--- src/rtl/irq_steer.sv ---
module irq_steer #(
  parameter int NSRC = 32,
  parameter int AW   = 8
) (
  input  logic            clk,
  input  logic            rst_n,
  input  logic [NSRC-1:0] irq_req,
  input  logic [AW-1:0]   bus_addr,
  input  logic            bus_wr,
  input  logic [NSRC-1:0] bus_wdata,
  output logic [NSRC-1:0] bus_rdata,
  output logic            fiq_o,
  output logic            irq_o
);
  localparam int WW = AW - 2;
  localparam logic [WW-1:0] W_IRQST = WW'(0);
  localparam logic [WW-1:0] W_FIQST = WW'(1);
  localparam logic [WW-1:0] W_RAW   = WW'(2);
  localparam logic [WW-1:0] W_SEL   = WW'(3);
  localparam logic [WW-1:0] W_ENSET = WW'(4);
  localparam logic [WW-1:0] W_ENCLR = WW'(5);

  logic [WW-1:0]   word;
  logic [NSRC-1:0] sel_q, en_q, set_m, clr_m, hit_fiq, hit_irq;

  assign word    = bus_addr[AW-1:2];
  assign set_m   = (bus_wr && word == W_ENSET) ? bus_wdata : '0;
  assign clr_m   = (bus_wr && word == W_ENCLR) ? bus_wdata : '0;
  assign hit_fiq = irq_req & en_q & sel_q;
  assign hit_irq = irq_req & en_q & ~sel_q;

  always_ff @(posedge clk or negedge rst_n) begin
    if (!rst_n) begin
      sel_q <= '0;
      en_q  <= '0;
      fiq_o <= 1'b0;
      irq_o <= 1'b0;
    end else begin
      if (bus_wr && word == W_SEL) sel_q <= bus_wdata;
      en_q  <= (en_q | set_m) & ~clr_m;
      fiq_o <= |hit_fiq;
      irq_o <= |hit_irq;
    end
  end

  always_comb begin
    case (word)
      W_IRQST: bus_rdata = hit_irq;
      W_FIQST: bus_rdata = hit_fiq;
      W_RAW:   bus_rdata = irq_req;
      W_SEL:   bus_rdata = sel_q;
      W_ENSET: bus_rdata = en_q;
      default: bus_rdata = '0;
    endcase
  end
endmodule

--- config.mk ---
export PLATFORM = sky130hd
export DESIGN_NAME = irq_steer
export DESIGN_NICKNAME = d
export VERILOG_FILES = /design/src/rtl/irq_steer.sv
export SDC_FILE = /design/constraint.sdc
export NUM_CORES = 1
export LEC_CHECK = 0
export ABC_AREA = 1
export BUFFER_PORTS_ARGS = -buffer_cell sky130_fd_sc_hd__buf_4
export CAP_MARGIN = 30
export CORE_MARGIN = 1.5
export CORE_UTILIZATION = 25
export CTS_BUF_LIST = sky130_fd_sc_hd__clkbuf_16
export CTS_CLUSTER_SIZE = 8
export DETAILED_ROUTE_END_ITERATION = 6
export HOLD_SLACK_MARGIN = 0.06
export PLACE_DENSITY = 0.5
export SYNTH_ARGS = -nofsm -noshare
export SYNTH_HDL_FRONTEND = slang
export SYNTH_SLANG_ARGS = --single-unit
--- constraint.sdc ---
create_clock -name clk -period 0.95 [get_ports clk]
set_clock_uncertainty 0.1 [all_clocks]
set_input_delay 0.095 -clock clk [delete_from_list [all_inputs] [get_ports clk]]
set_output_delay 0.095 -clock clk [all_outputs]
set_load 0.005 [all_outputs]
==> impl_metrics.toml <==
[yosys]
avgSynthCellArea_um2 = 6.18
yosys.area_share.simple = 0.403
synth-seq-cells = 66
yosys-top-cells-area = "dfrtp_1 (34%), nand2_1 (15%), nor2_1 (13%), nand3_1 (11%), inv_1 (9.3%)"
synth_mux_area_frac = 0
synth_flop_cell = "dfrtp_1"
synth_compound_area_frac = 0.121
synth_seq_area_share = 0.342
synth_top_family_by_area = "simple AND/OR/NAND/NOR gates"
synth_top_area_share = 0.342
synth_area_um2 = 4830
syn_nets = 856
synth_area_leader_cell = "dfrtp_1"
synth.distinct_cells = 18
synth_edf_count = 0
async_flop_share = 1.00
netlist_instances = 781
yosysWarningCount = 0
synthAdderAreaFrac = 0
synth_xor_area_frac = 0

[sta]
maxSlewViolCount = 0
setup_viol = 77
worst_slew_pin_slew_ns = 0.355
rsz0062_at_grt = "yes"
final.setup.worst_slack_ns = -0.596
hold_violations = 0
finalCritPeriodShare = 1.63
fmax_ghz = 0.647
holdWs_ns = 0.0749
min_period_ns = 1.55
relSlewSlack = 0.763

[routing]
drt_iter0_drc = 327
wl_per_cell_um = 14.6
firstDrtPassIters = 5
wl_um = 19000
routed_via_density = 4.44
dr_total_vias = 5785
route.detailed.drc = 0
drtAntennaViolNets = 0

[clocking]
numCtsBuffers = 9
cts-root-buf = "clkbuf_16"
cts_tree = "done"
clk_pin_slew_ns = 0.06
htree_levels = 3
clock_sinks = 66
clkLatencyLatePin_ns = 0.34
clockBufferDepth = 2

[critical_path]
worstSetupStartpointType = "register"
r2r_slack_ns = -0.38
arrival_ns = 1.35
crit_required_ns = 0.75
critical_path_class = "register to primary output"
end_kind = "primary output"
worstPathMaxFanout = 3

[outcome]
violations = "setup timing"
status = "finished, violations left"

[hold_path]
min_path_type = "input pin to asynchronous set/reset pin"

[grt]
grt-busiest-layer = "met2"
grt_max_degree = 33
grtUsageTotal = 0.177
globalRouteMet1Util = 0.249
grt_util_met3 = 0.0222
antenna_found_initial = 0
grt_pass1_vias = 5410
grt_util_met2 = 0.286
grt_first_pass_wirelength_um = 27800
overflow = 0

[placed_design]
dpl.hpwl_um = 12200
io_buffers = 106
gp_congestion = 0.793
dpl_cell_area_um2 = 6560
dpl_worst_slack_ns = -0.485

[power_and_ir_drop]
p_leak_uw = 0.00439
max-vdd-ir-drop_mv = 0.861
powerDensity_nw_per_um2 = 1270

[floorplanning]
io_pins = 109
start_util = 0.256
dieHeight_um = 142
rows = 50
die-area_um2 = 20100
fp.dieW_um = 142
core_um2 = 18800

[flow_run]
maxCapViolCount = 0

[cells_and_area]
final_core_util = 0.461
insertedDiodeCount = 0
fin_nets = 1113
syn_to_final_growth_pct = 79.8
final_cell_area_um2 = 8680
drive_gt1_frac = 0.463
-- Yosys cell counts (2+ instances only) --
library cell	number
nor2_2	3
nand3b_1	5
clkbuf_1	5
o21ai_2	32
nand3_1	102
buf_2	18
buf_6	6
dfrtp_1	66
nor2_1	162
inv_2	3
nor2_4	2
nand2_1	193
o21ai_0	3
inv_1	120
a21oi_1	58
-- per-layer routing --
layer | vias to the layer above | share of wire
li1 | 2939 | -
met4 | 0 | 0.017
met5 | - | 0
met1 | 2707 | 0.48
met2 | 116 | 0.46
met3 | 23 | 0.034
-- registers in the layout, summed over array words and instances, names as in the netlist --
signal,flops
en_q,32
fiq_o,1
irq_o,1
sel_q,32
-- layout by cell type (no fill, tap or decap), types with 2 or more instances in the layout --
master	n
buf_4	176
nand2_1	151
nor2_1	134
inv_1	89
dfrtp_1	59
nand3_2	57
buf_6	44
nand3_1	43
a21oi_1	42
inv_2	33
dlygate4sd3_1	33
o21ai_2	32
nor2_2	24
nand2_2	21
nand2_4	21
a21oi_2	16
clkbuf_16	15
buf_12	12
nor2_4	9
dfrtp_2	7
nand3b_1	5
bufinv_16	4
nand3_4	3
o21ai_0	3
buf_8	3
nand2_8	2
clkinv_4	2
-- where the power goes --
group          leakage, µW  internal (µW)  switching, µW
logic              0.00346           1720           1460
clock network     0.000177           2830           1340
registers         0.000750           3190            461
total              0.00439           7750           3260
-- worst paths after layout --
| kind | depth (start not counted) | endpoint | from |
|---|---|---|---|
| setup / recovery | 5 | bus_rdata[4] | sel_q[4] |
| hold / removal | 2 | sel_q[17] | rst_n |
| setup reg to reg | 7 | fiq_o | en_q[11] |
| hold reg to reg | 2 | sel_q[9] | sel_q[9] |
| max in group asynchronous | 3 | en_q[24] | rst_n |
| min in group clk | 7 | fiq_o | irq_req[5] |
-- kinds of logic after synthesis --
family                 count (synthesis)
flip-flops                            66
AND/OR/NAND/NOR                      469
AO/OA/AOI/OAI                         93
buffers and inverters                153
-- metrics by stage --
stage / instances / TNS [ns] / total power, µW
floorplan: 781 / -4.71 / 4550
global placement: 1199 / -37.18 / 5730
detailed placement: 1199 / -38.01 / 5760
CTS: 1283 / -19.40 / 10600
global route: 1303 / -27.49 / 11600
finish: 1303 / -22.53 / 11000
-- worst max-delay path, stage by stage (launching register included) --
cell and delay, ns:
dfrtp_1 0.39, nand3b_1 0.18, nor2_1 0.11, nor2_1 0.05, nand3_1 0.14, buf_4 0.14
-- timing repair --
action,4_1_cts,5_1_grt
pin swaps,81,59
cloned,0,10
endpoints found under the setup margin,84,99
hold endpoints to repair,130,0
setup buffers,38,22
gates resized for setup,108,157
hold buffers,33,0
-- area by class of cell --
type                       instances  area, µm²
multi-input combinational        563       3250
sequential                        66       1660
timing repair buffer             275       2610
clock inverter                     7        141
tap                              260        325
clock buffer                       9        225
inverter                         123        464
fill                            1923      10200
Note: power is estimated with default switching activity, not from simulation.
